--- src/rtl/irqa_pkg.sv ---
package irqa_pkg;
  parameter int unsigned ADDR_W = 2;

  typedef enum logic [ADDR_W-1:0] {
    SEL_STATUS = 2'd0,
    SEL_ENABLE = 2'd1,
    SEL_CLEAR  = 2'd2,
    SEL_NONE   = 2'd3
  } reg_sel_e;
endpackage

--- src/rtl/irqa_pending.sv ---
module irqa_pending #(
  parameter int unsigned N = 9
) (
  input  logic         clk,
  input  logic         rst,
  input  logic [N-1:0] evt,
  input  logic         clr_we,
  input  logic [N-1:0] clr_mask,
  output logic [N-1:0] pend
);
  // One latch per source; a new event outranks a clear in the same cycle.
  for (genvar i = 0; i < N; i++) begin : g_bit
    always_ff @(posedge clk) begin
      if (rst)
        pend[i] <= 1'b0;
      else if (evt[i])
        pend[i] <= 1'b1;
      else if (clr_we && clr_mask[i])
        pend[i] <= 1'b0;
    end
  end

  // every event is captured, even if it collides with a clear
  p_set_r2: assert property (@(posedge clk) disable iff (rst)
    1'b1 |=> ((pend & $past(evt)) == $past(evt)));

  // cleared bits without a new event drop
  p_clear_r3: assert property (@(posedge clk) disable iff (rst)
    clr_we |=> ((pend & $past(clr_mask & ~evt)) == '0));
endmodule

--- src/rtl/irqa_regs.sv ---
module irqa_regs
  import irqa_pkg::*;
#(
  parameter int unsigned N  = 9,
  parameter int unsigned DW = 16
) (
  input  logic              clk,
  input  logic              rst,
  input  logic              wr,
  input  logic              rd,
  input  logic [ADDR_W-1:0] addr,
  input  logic [DW-1:0]     wdata,
  input  logic [N-1:0]      pend,
  output logic [N:0]        en_q,
  output logic              clr_we,
  output logic [DW-1:0]     rdata
);
  localparam int unsigned EN_W = N + 1;

  reg_sel_e     sel;
  logic [DW-1:0] rd_mux;
  logic          unused_wbits;

  assign sel          = reg_sel_e'(addr);
  assign clr_we       = wr && (sel == SEL_CLEAR);
  assign unused_wbits = ^wdata[DW-1:EN_W];

  always_ff @(posedge clk) begin
    if (rst)
      en_q <= '0;
    else if (wr && sel == SEL_ENABLE)
      en_q <= wdata[EN_W-1:0];
  end

  always_comb begin
    unique case (sel)
      SEL_STATUS: rd_mux = {{(DW-N){1'b0}}, pend};
      SEL_ENABLE: rd_mux = {{(DW-EN_W){1'b0}}, en_q};
      default:    rd_mux = '0;
    endcase
  end

  always_ff @(posedge clk) begin
    if (rst)
      rdata <= '0;
    else if (rd)
      rdata <= rd_mux;
  end

  // clear and spare addresses read as zero
  p_rd_zero_r10: assert property (@(posedge clk) disable iff (rst)
    (rd && addr[1]) |=> (rdata == '0));

  // enable holds unless written at its address
  p_en_hold_r5: assert property (@(posedge clk) disable iff (rst)
    !(wr && addr == SEL_ENABLE) |=> $stable(en_q));
endmodule

--- src/rtl/irqa_irq_out.sv ---
module irqa_irq_out #(
  parameter int unsigned N = 9
) (
  input  logic         clk,
  input  logic         rst,
  input  logic [N-1:0] pend,
  input  logic [N:0]   en,
  output logic         irq_n
);
  logic any_req;
  logic gated;

  assign gated   = en[N];
  assign any_req = |(pend & en[N-1:0]);

  always_ff @(posedge clk) begin
    if (rst)
      irq_n <= 1'b1;
    else
      irq_n <= ~(any_req & ~gated);
  end

  // enabled pending source with open gate pulls the line low
  p_assert_r6: assert property (@(posedge clk) disable iff (rst)
    ((|(pend & en[N-1:0])) && !en[N]) |=> !irq_n);

  // master gate forces the line high
  p_gate_r7: assert property (@(posedge clk) disable iff (rst)
    en[N] |=> irq_n);

  // nothing enabled and pending keeps the line high
  p_quiet_r8: assert property (@(posedge clk) disable iff (rst)
    ((pend & en[N-1:0]) == '0) |=> irq_n);
endmodule

--- src/rtl/irq_aggr_ctrl.sv ---
module irq_aggr_ctrl
  import irqa_pkg::*;
#(
  parameter int unsigned NUM_SRC = 9,
  parameter int unsigned DATA_W  = 16
) (
  input  logic                clk,
  input  logic                rst,
  input  logic [NUM_SRC-1:0]  src_evt,
  input  logic                bus_wr,
  input  logic                bus_rd,
  input  logic [ADDR_W-1:0]   bus_addr,
  input  logic [DATA_W-1:0]   bus_wdata,
  output logic [DATA_W-1:0]   bus_rdata,
  output logic                irq_n
);
  logic [NUM_SRC-1:0] pend;
  logic [NUM_SRC:0]   en_q;
  logic               clr_we;

  irqa_pending #(.N(NUM_SRC)) u_pend (
    .clk      (clk),
    .rst      (rst),
    .evt      (src_evt),
    .clr_we   (clr_we),
    .clr_mask (bus_wdata[NUM_SRC-1:0]),
    .pend     (pend)
  );

  irqa_regs #(.N(NUM_SRC), .DW(DATA_W)) u_regs (
    .clk    (clk),
    .rst    (rst),
    .wr     (bus_wr),
    .rd     (bus_rd),
    .addr   (bus_addr),
    .wdata  (bus_wdata),
    .pend   (pend),
    .en_q   (en_q),
    .clr_we (clr_we),
    .rdata  (bus_rdata)
  );

  irqa_irq_out #(.N(NUM_SRC)) u_out (
    .clk   (clk),
    .rst   (rst),
    .pend  (pend),
    .en    (en_q),
    .irq_n (irq_n)
  );

  // a status-address write with no event leaves status unchanged
  p_ro_status_r11: assert property (@(posedge clk) disable iff (rst)
    (bus_wr && bus_addr == SEL_STATUS && src_evt == '0) |=> $stable(pend));
endmodule

--- config.mk ---
export PLATFORM = sky130hd
export DESIGN_NAME = irq_aggr_ctrl
export DESIGN_NICKNAME = d
export VERILOG_FILES = /design/src/rtl/irqa_pkg.sv /design/src/rtl/irqa_pending.sv /design/src/rtl/irqa_regs.sv /design/src/rtl/irqa_irq_out.sv /design/src/rtl/irq_aggr_ctrl.sv
export SDC_FILE = /design/constraint.sdc
export NUM_CORES = 1
export LEC_CHECK = 0
export CAP_MARGIN = 20
export CORE_ASPECT_RATIO = 0.75
export CORE_UTILIZATION = 55
export DETAILED_ROUTE_END_ITERATION = 7
export DONT_BUFFER_PORTS = 1
export GPL_ROUTABILITY_DRIVEN = 1
export GPL_TIMING_DRIVEN = 0
export PLACE_DENSITY = 0.75
export REMOVE_ABC_BUFFERS = 1
export SETUP_SLACK_MARGIN = 0.3
export SLEW_MARGIN = 10
export SYNTH_ARGS = -nofsm -noshare
export SYNTH_HDL_FRONTEND = slang
export SYNTH_HIERARCHICAL = 1
export SYNTH_SLANG_ARGS = --single-unit
--- constraint.sdc ---
create_clock -name clk -period 1.43 [get_ports clk]
set_clock_uncertainty 0.15 [all_clocks]
set_input_delay 0.0715 -clock clk [delete_from_list [all_inputs] [get_ports clk]]
set_output_delay 0.0715 -clock clk [all_outputs]
set_load 0.01 [all_outputs]
==> results of run 1 <==
## flip-flops by register name, indices dropped and copies added, names as in the netlist
signal        cells
u_regs/rdata     10
u_out/irq_n       1
u_pend/pend       9
u_regs/en_q      10
## per-stage QoR
stage | worst slack [ns] | cell area (µm²) | hold slack, ns | std cells
after global placement | 0.282 | 1360 | -0.00388 | 157
final | 0.265 | 1650 | -0.232 | 188
after global routing | 0.249 | 1650 | -0.255 | 188
after CTS | 0.300 | 1540 | -0.349 | 177
after floorplan | 0.329 | 1320 | -0.00943 | 123
after detailed placement | 0.265 | 1360 | -0.00166 | 157
## layer usage
metal | vias to the layer above | part of all wire | routed length, µm
li1 | 498 | - | -
met1 | 478 | 0.46 | 1330
met2 | 37 | 0.46 | 1320
met3 | 5 | 0.067 | 194
met4 | 0 | 0.013 | 38
met5 | - | 0 | 0
## critical path, cell delays in order (launching register included)
cell and delay (ns):
dfxtp_1 0.34, a222oi_1 0.40, a311o_1 0.23
## how the worst max path moves through the flow
stage / from / end / slack (ns) / cells past startpoint
after floorplan: u_pend/pend[4] / u_out/irq_n / 0.33 / 3
after global placement: bus_addr[1] / u_regs/en_q[0] / 0.28 / 2
after detailed placement: bus_addr[1] / u_regs/en_q[1] / 0.27 / 2
after CTS: u_regs/en_q[2] / u_out/irq_n / 0.30 / 2
after global routing: u_pend/pend[4] / u_out/irq_n / 0.25 / 3
final: u_regs/en_q[2] / u_out/irq_n / 0.26 / 2
## area by class of cell
cell class / count / area (µm²) / share of cell area
Multi-Input combinational cell: 84 / 687 / 0.415
Sequential cell: 30 / 606 / 0.366
Timing Repair Buffer: 24 / 240 / 0.145
Clock buffer: 7 / 45.0 / 0.0272
Tap cell: 34 / 42.5 / 0.0257
Inverter: 9 / 33.8 / 0.0204
## cell usage in the layout, fill, tap and decap left out
cell            n
dfxtp_1        26
nand2b_1       21
dlygate4sd3_1  19
mux2i_1        19
nor2_1         10
inv_1           9
a311oi_2        9
o2bb2ai_1       9
conb_1          6
clkbuf_4        5
buf_4           4
dfxtp_2         4
clkbuf_1        2
and3b_1         2
buf_12          1
a22oi_1         1
a222oi_1        1
a22o_1          1
a221oi_2        1
a311o_1         1
or3b_1          1
nand4b_1        1
a21oi_1         1
## cell families (layout without fill, tap and decap cells)
| logic type | count (synthesis) | count (layout) | share of synthesized area |
|---|---|---|---|
| AOI/OAI and AO/OA | 24 | 24 | 0.194 |
| other | 1 | 6 | 0.00269 |
| buffers and inverters | 22 | 40 | 0.0898 |
| muxes | 19 | 19 | 0.136 |
| and+or+nand+nor | 35 | 35 | 0.146 |
| DFF | 30 | 30 | 0.431 |
## power by group
part           switching [mW]  leakage, nW  internal, mW
Sequential             0.0329        0.247         0.874
Clock                   0.262       0.0254         0.185
Combinational          0.0917        0.370         0.113
## repair_timing
action                     CTS  global route
hold endpoints to repair    30            30
setup endpoints to repair    1             1
hold buffers                10            10
pin swaps                    1             2
resized for setup            4             0
setup buffers                3             1
==> results.sh, run 1 <==
export IMPL_rows=15
export IMPL_syn_to_final_growth_pct=18.7
export IMPL_drive_gt1_frac=0.156
export IMPL_clk_path_buf_depth=2
export IMPL_place_congestion=0.720
export IMPL_first_pass_iters=6
export IMPL_r2r_end="u_out/irq_n"
export IMPL_cp_max_fo=3
export IMPL_synth_area_leaders="dfxtp_1 43%, mux2i_1 14%, a311oi_2 9.7%"
export IMPL_critPathKind="reg2reg"
export IMPL_hold_class="in2reg"
export IMPL_design_power_total_mw=1.56
export IMPL_hold_path_end="u_regs/rdata[9]"
export IMPL_fillers=178
export IMPL_outcome="complete, but fails checks"
export IMPL_chipWidth_um=60.1
export IMPL_root_buffer="clkbuf_4"
export IMPL_die_area_um2=2740
export IMPL_leakage_nw=0.643
export IMPL_die_h_um=45.6
export IMPL_drt_total_wl_um=2890
export IMPL_clk_insertion_delay_late_ns=0.31
export IMPL_io_pins=48
export IMPL_hold_slack_ns=-0.232
export IMPL_slew_violations=0
export IMPL_ys_seq_area_frac=0.431
export IMPL_io_buffers=0
export IMPL_finalHoldViolations=28
export IMPL_diodes=0
export IMPL_worstPathArrival_ns=1.27
export IMPL_cts_tree="built"
export IMPL_relSlewSlack=0.525
export IMPL_min_period_ns=1.17
export IMPL_ant_nets=0
export IMPL_wl_per_cell_um=15.4
export IMPL_timing_rr_start="u_regs/en_q[2]"
export IMPL_critPathRequiredTime_ns=1.54
export IMPL_tightest_slew_ns=0.710
export IMPL_synth_edff_count=0
export IMPL_synthArstFlopShare=0
export IMPL_overflow=0
export IMPL_synth_cells=131
export IMPL_grtUsageMet3=0.116
export IMPL_cts_htree_levels=2
export IMPL_clock_sinks=30
export IMPL_grt_use_met1=0.243
export IMPL_ys_types=21
export IMPL_grt_max_degree=34
export IMPL_core_area_um2=2350
export IMPL_maxCapViolations=0
export IMPL_start_kind="flip-flop"
export IMPL_min_from="bus_addr[0]"
export IMPL_worstRegToRegCells=2
export IMPL_grtUsageMet2=0.367
export IMPL_setup_viol=0
export IMPL_synth_seq_cells=30
export IMPL_rsz0062_at_grt="yes"
export IMPL_clk_pin_slew_ns=0.09
export IMPL_viasPerCell=5.41
export IMPL_powerDensity_nw_per_um2=943
export IMPL_grtUsageTotal=0.222
export IMPL_fmax_mhz=858
export IMPL_post_route_period_util=0.815
export IMPL_rrSetupSlack_ns=0.26
export IMPL_nets=185
export IMPL_synth_ff_type="dfxtp_1"
export IMPL_drc=0
export IMPL_antenna_found_initial=0
export IMPL_grt_pass1_wl_um=4200
export IMPL_grt_pass1_vias=991
export IMPL_ys_warnings_count=6
export IMPL_vdd_drop_max_v=0.000575
export IMPL_place_hpwl_um=1710
export IMPL_synthTopCellsByCount="30 x dfxtp_1, 21 x nand2b_1, 19 x mux2i_1, 10 x nor2_1"
export IMPL_vias=1018
export IMPL_synth_avg_cell_area_um2=10.6
export IMPL_fin_util=0.705
export IMPL_cts_made_buffers=5
export IMPL_initial_utilization=0.594
export IMPL_yosysMostFrequentCell="dfxtp_1"
export IMPL_synth_top_area_frac=0.431
export IMPL_syn_area_um2=1390
export IMPL_worstSetupEndpointType="flip-flop"
export IMPL_failed_checks="negative hold slack"
export IMPL_min_delay_path_depth=2
export IMPL_drtIter0Drc=65
export IMPL_busiest_layer="met2"
export IMPL_synth_largest_area_cell="dfxtp_1"
export IMPL_fin_tns_setup_ns=0
Note: power is estimated with default switching activity, not from simulation.
==> run 2: changes to the inputs <==
--- a/config.mk
+++ b/config.mk
@@ -12,7 +12,7 @@
 export DONT_BUFFER_PORTS = 1
 export GPL_ROUTABILITY_DRIVEN = 1
 export GPL_TIMING_DRIVEN = 0
-export PLACE_DENSITY = 0.75
+export PLACE_DENSITY = 0.78
 export REMOVE_ABC_BUFFERS = 1
 export SETUP_SLACK_MARGIN = 0.3
 export SLEW_MARGIN = 10
==> constraint.sdc (replaced) <==
create_clock -name clk -period 1.01 [get_ports clk]
set_clock_uncertainty 0.15 [all_clocks]
set_input_delay 0.0505 -clock clk [delete_from_list [all_inputs] [get_ports clk]]
set_output_delay 0.0505 -clock clk [all_outputs]
set_load 0.01 [all_outputs]
==> run 2 against run 1 <==
The flow finishes with violations (negative hold slack, negative setup slack); cell area is 4.8% higher; routed wire length is 0.59% higher; die area stayed put; clock-buffer cell count stayed put; utilization is 3.4 points higher; combinational power is 41% higher; power is 49% higher; worst setup slack worse by 0.43 ns; register-to-register slack worse by 0.43 ns; sequential power is 42% higher; worst hold slack worse by 0.14 ns; non-clock buffer count is 4 lower; critical path type unchanged; critical endpoint unchanged.
==> results.sh, run 2 (same netlist as run 1, synthesis figures left out) <==
export IMPL_min_period_ns=1.17
export IMPL_powerDensity_nw_per_um2=1340
export IMPL_slew_violations=0
export IMPL_cts_tree="built"
export IMPL_setup_viol=2
export IMPL_chipWidth_um=60.1
export IMPL_drive_gt1_frac=0.457
export IMPL_outcome="complete, but fails checks"
export IMPL_ant_nets=0
export IMPL_instances_no_fill=185
export IMPL_die_h_um=45.6
export IMPL_rrSetupSlack_ns=-0.16
export IMPL_viasPerCell=5.64
export IMPL_post_route_period_util=1.16
export IMPL_timing_rr_start="u_pend/pend[6]"
export IMPL_vias=1043
export IMPL_root_buffer="clkbuf_4"
export IMPL_min_from="rst"
export IMPL_fin_area_um2=1730
export IMPL_grt_max_degree=34
export IMPL_hold_class="in2reg"
export IMPL_place_hpwl_um=1770
export IMPL_top_regs="u_regs/en_q x10, u_regs/rdata x10, u_pend/pend x9"
export IMPL_grtUsageTotal=0.237
export IMPL_hold_slack_ns=-0.372
export IMPL_layout_commonest_cell="dfxtp_2"
export IMPL_layout_setup_ws_ns=-0.164
export IMPL_core_area_um2=2350
export IMPL_tightest_slew_ns=0.669
export IMPL_die_area_um2=2740
export IMPL_overflow=0
export IMPL_slowest_delay_ns=0.36
export IMPL_initial_utilization=0.594
export IMPL_post_dp_cell_area_um2=1360
export IMPL_grt_pass1_vias=1020
export IMPL_drc=0
export IMPL_cts_made_buffers=5
export IMPL_leakage_nw=0.664
export IMPL_clk_path_buf_depth=2
export IMPL_rows=15
export IMPL_dp_cells=157
export IMPL_slowest_stage="dfxtp_2"
export IMPL_diodes=0
export IMPL_relSlewSlack=0.552
export IMPL_failed_checks="negative hold slack, negative setup slack"
export IMPL_maxCapViolations=0
export IMPL_nets=181
export IMPL_syn_to_final_growth_pct=24.3
export IMPL_drtIter0Drc=55
export IMPL_finalHoldViolations=30
export IMPL_antenna_found_initial=0
export IMPL_fmax_mhz=851
export IMPL_drt_total_wl_um=2900
export IMPL_worstRegToRegCells=3
export IMPL_start_kind="flip-flop"
export IMPL_first_pass_iters=4
export IMPL_io_buffers=0
export IMPL_r2r_end="u_out/irq_n"
export IMPL_crit_chain="a22o_1 > a221oi_2 > a311o_1"
export IMPL_clock_sinks=30
export IMPL_cp_max_fo=2
export IMPL_vdd_drop_max_v=0.000621
export IMPL_fin_util=0.739
export IMPL_critPathKind="reg2reg"
export IMPL_worstSetupEndpointType="flip-flop"
export IMPL_wl_per_cell_um=15.7
export IMPL_min_delay_path_depth=1
export IMPL_clk_pin_slew_ns=0.10
export IMPL_rsz0062_at_grt="yes"
export IMPL_grt_pass1_wl_um=4510
export IMPL_worstPathArrival_ns=1.22
export IMPL_clk_insertion_delay_late_ns=0.32
export IMPL_io_pins=48
export IMPL_layout_common_cells="28 x dfxtp_2, 20 x nand2b_1, 18 x mux2i_1"
export IMPL_critPathRequiredTime_ns=1.06
export IMPL_hold_path_end="u_pend/pend[6]"
export IMPL_dpl_worst_slack_ns=-0.166
export IMPL_fillers=184
export IMPL_place_congestion=0.741
export IMPL_cts_htree_levels=2
==> run 2: cell count changes in the layout (fill, tap and decap cells not counted), sizes merged <==
cell / before / now
dlygate4sd3: 19 / 10
clkinv: 0 / 1
buf: 5 / 10
==> run 2: timing repair <==
action / CTS / global route
endpoints found under the hold margin: 30 / 30
hold buffers: 9 / 1
setup endpoints to repair: 41 / 41
pin swaps: 5 / 2
gates resized for setup: 44 / 13
buffers inserted: 5 / 5
==> run 2: cell type report <==
class | instances | area (µm²) | share of cell area
clock buffers | 7 | 55.1 | 0.0318
multi-input cells | 84 | 748 | 0.432
well taps | 34 | 42.5 | 0.0245
repair buffers | 20 | 209 | 0.121
inverters | 9 | 33.8 | 0.0195
clock inverters | 1 | 5.00 | 0.00289
flip-flops and latches | 30 | 639 | 0.369
==> run 2: report_power, final <==
| part | total [mW] | internal [mW] | switching (mW) |
|---|---|---|---|
| logic | 0.290 | 0.171 | 0.118 |
| clock network | 0.735 | 0.337 | 0.398 |
| registers | 1.29 | 1.24 | 0.0495 |
==> run 2: worst max path at each step <==
stage	start	cells after the start	slack (ns)	end
floorplan	u_pend/pend[4]	3	-0.09	u_out/irq_n
global placement	u_regs/en_q[4]	3	-0.13	u_out/irq_n
CTS	u_regs/en_q[2]	2	-0.15	u_out/irq_n
detailed placement	u_regs/en_q[6]	3	-0.17	u_out/irq_n
finish	u_pend/pend[6]	3	-0.16	u_out/irq_n
global route	u_regs/en_q[2]	2	-0.23	u_out/irq_n
==> run 2: worst max-delay path, delay by kind of cell, from the launching register on <==
kind,cells,cell delay (ns)
AOI/OAI and AO/OA,3,0.54
DFF,1,0.36
==> run 2: layer usage <==
layer	vias to the layer above	share of wire	wire [µm]	global-route usage
li1	491	-	-	-
met1	498	0.44	1290	0.267
met2	49	0.47	1350	0.396
met3	5	0.077	224	0.0966
met4	0	0.012	36	0.102
met5	-	0	0	0
==> run 2: stage by stage <==
step           power (mW)  setup TNS (ns)
3_5_place_dp         1.48           -2.60
6_report             2.32          -0.181
2_1_floorplan        1.45         -0.0910
3_3_place_gp         1.48           -2.29
5_1_grt              2.43          -0.281
4_1_cts              2.28          -0.152
==> run 3: changes to the inputs <==
--- a/config.mk
+++ b/config.mk
@@ -12,7 +12,7 @@
 export DONT_BUFFER_PORTS = 1
 export GPL_ROUTABILITY_DRIVEN = 1
 export GPL_TIMING_DRIVEN = 0
-export PLACE_DENSITY = 0.78
+export PLACE_DENSITY = 0.75
 export REMOVE_ABC_BUFFERS = 1
 export SETUP_SLACK_MARGIN = 0.3
 export SLEW_MARGIN = 10
==> constraint.sdc (replaced) <==
create_clock -name clk -period 1.3 [get_ports clk]
set_clock_uncertainty 0.15 [all_clocks]
set_input_delay 0.065 -clock clk [delete_from_list [all_inputs] [get_ports clk]]
set_output_delay 0.065 -clock clk [all_outputs]
set_load 0.01 [all_outputs]
==> run 3 against run 2 <==
Sequential cell count stayed put; register-to-register slack better by 0.32 ns; the flow finishes with violations (negative hold slack); power is 28% lower; critical path depth did not move; cell count decreased by 3.2%; clock-buffer cell count is the same; routed wire length fell by 7.6%; clock power is 34% lower; cell area is 10% lower; first-iteration DRC count shrank 5.5%.
==> results.sh, run 3 (same netlist as run 1, synthesis figures left out) <==
export IMPL_outcome="complete, but fails checks"
export IMPL_failed_checks="negative hold slack"
export IMPL_drt_total_wl_um=2680
export IMPL_start_kind="flip-flop"
export IMPL_slew_violations=0
export IMPL_critPathRequiredTime_ns=1.41
export IMPL_critPathKind="reg2reg"
export IMPL_grt_pass1_wl_um=4220
export IMPL_grt_max_degree=34
export IMPL_clk_insertion_delay_late_ns=0.31
export IMPL_setup_viol=0
export IMPL_tightest_slew_ns=0.729
export IMPL_place_congestion=0.720
export IMPL_design_power_total_mw=1.67
export IMPL_io_pins=48
export IMPL_min_period_ns=1.14
export IMPL_powerDensity_nw_per_um2=1070
export IMPL_ant_nets=0
export IMPL_leakage_nw=0.602
export IMPL_maxCapViolations=0
export IMPL_fmax_mhz=875
export IMPL_place_hpwl_um=1710
export IMPL_io_buffers=0
export IMPL_fillers=195
export IMPL_syn_to_final_growth_pct=11.4
export IMPL_rows=15
export IMPL_cts_htree_levels=2
export IMPL_viasPerCell=5.49
export IMPL_post_route_period_util=0.879
export IMPL_drtIter0Drc=52
export IMPL_die_h_um=45.6
export IMPL_grtUsageTotal=0.223
export IMPL_relSlewSlack=0.512
export IMPL_clk_path_buf_depth=2
export IMPL_die_area_um2=2740
export IMPL_drc=0
export IMPL_cts_made_buffers=5
export IMPL_overflow=0
export IMPL_diodes=0
export IMPL_hold_slack_ns=-0.341
export IMPL_top_regs="u_regs/en_q x10, u_regs/rdata x10, u_pend/pend x9"
export IMPL_first_pass_iters=4
export IMPL_layout_common_cells="25 x dfxtp_1, 21 x nand2b_1, 19 x mux2i_1"
export IMPL_min_delay_path_depth=1
export IMPL_vias=983
export IMPL_rsz0062_at_grt="yes"
export IMPL_cts_hold_buf=10
export IMPL_cp_max_fo=2
export IMPL_worstSetupEndpointType="flip-flop"
export IMPL_clock_sinks=30
export IMPL_chipWidth_um=60.1
export IMPL_cts_tree="built"
export IMPL_clk_pin_slew_ns=0.09
export IMPL_fin_tns_setup_ns=0
export IMPL_initial_utilization=0.594
export IMPL_worstRegToRegCells=3
export IMPL_grt_pass1_vias=990
export IMPL_worstPathArrival_ns=1.25
export IMPL_root_buffer="clkbuf_4"
export IMPL_finalHoldViolations=30
export IMPL_nets=176
export IMPL_layout_commonest_cell="dfxtp_1"
export IMPL_wl_per_cell_um=15.0
export IMPL_vdd_drop_max_v=0.000632
export IMPL_core_area_um2=2350
export IMPL_hold_class="in2reg"
export IMPL_drive_gt1_frac=0.172
export IMPL_antenna_found_initial=0
==> run 3: cell types whose count changed in the layout (fill, tap and decap cells not counted), sizes merged <==
cell    before  now
clkinv       1    0
buf         10    5
==> run 3: metrics by stage <==
stage | hold slack (ns) | util | area (µm²) | std cells | setup WS, ns
finish | -0.341 | 0.662 | 1550 | 179 | 0.157
global route | -0.382 | 0.662 | 1550 | 179 | 0.114
CTS | -0.355 | 0.659 | 1550 | 178 | 0.178
detailed placement | -0.00816 | 0.581 | 1360 | 157 | 0.141
global placement | -0.0104 | 0.581 | 1360 | 157 | 0.154
floorplan | -0.0159 | - | 1320 | 123 | 0.199
==> run 3: cell type report <==
cell class / count / area, µm² / share of cell area
Sequential cell: 30 / 607 / 0.391
Multi-Input combinational cell: 84 / 687 / 0.442
Timing Repair Buffer: 15 / 138 / 0.0886
Tap cell: 34 / 42.5 / 0.0274
Clock buffer: 7 / 45.0 / 0.0290
Inverter: 9 / 33.8 / 0.0218
==> run 3: metal layers <==
metal / part of all wire / track usage / vias up
met1: 0.47 / 0.248 / 465
met4: 0.014 / 0.0837 / 0
li1: - / - / 478
met5: 0 / 0 / -
met2: 0.45 / 0.367 / 35
met3: 0.065 / 0.111 / 5
==> run 3: what timing repair did <==
| action | 4_1_cts | 5_1_grt |
|---|---|---|
| setup endpoints to repair | 1 | 1 |
| endpoints found under the hold margin | 30 | 30 |
| resized for setup | 5 | 0 |
| cloned | 0 | 0 |
| pin swaps | 3 | 2 |
| setup buffers | 4 | 1 |
==> run 3: worst paths after layout <==
kind,slack (ns),endpoint,start
max,0.16,u_out/irq_n,u_pend/pend[4]
min reg2reg,0.34,u_regs/en_q[2],u_regs/en_q[2]
min,-0.34,u_pend/pend[6],rst
max reg2reg,0.16,u_out/irq_n,u_pend/pend[4]
==> run 3: report_power, final <==
part,internal [mW],total (mW),switching (mW)
clock network,0.204,0.487,0.284
registers,0.961,0.997,0.0355
logic,0.103,0.182,0.0788
==> run 3: worst max-delay path, cell delays in order, from the launching register on <==
cell,delay [ns]
dfxtp_2,0.33
a22o_1,0.24
a221oi_2,0.18
a311o_1,0.20
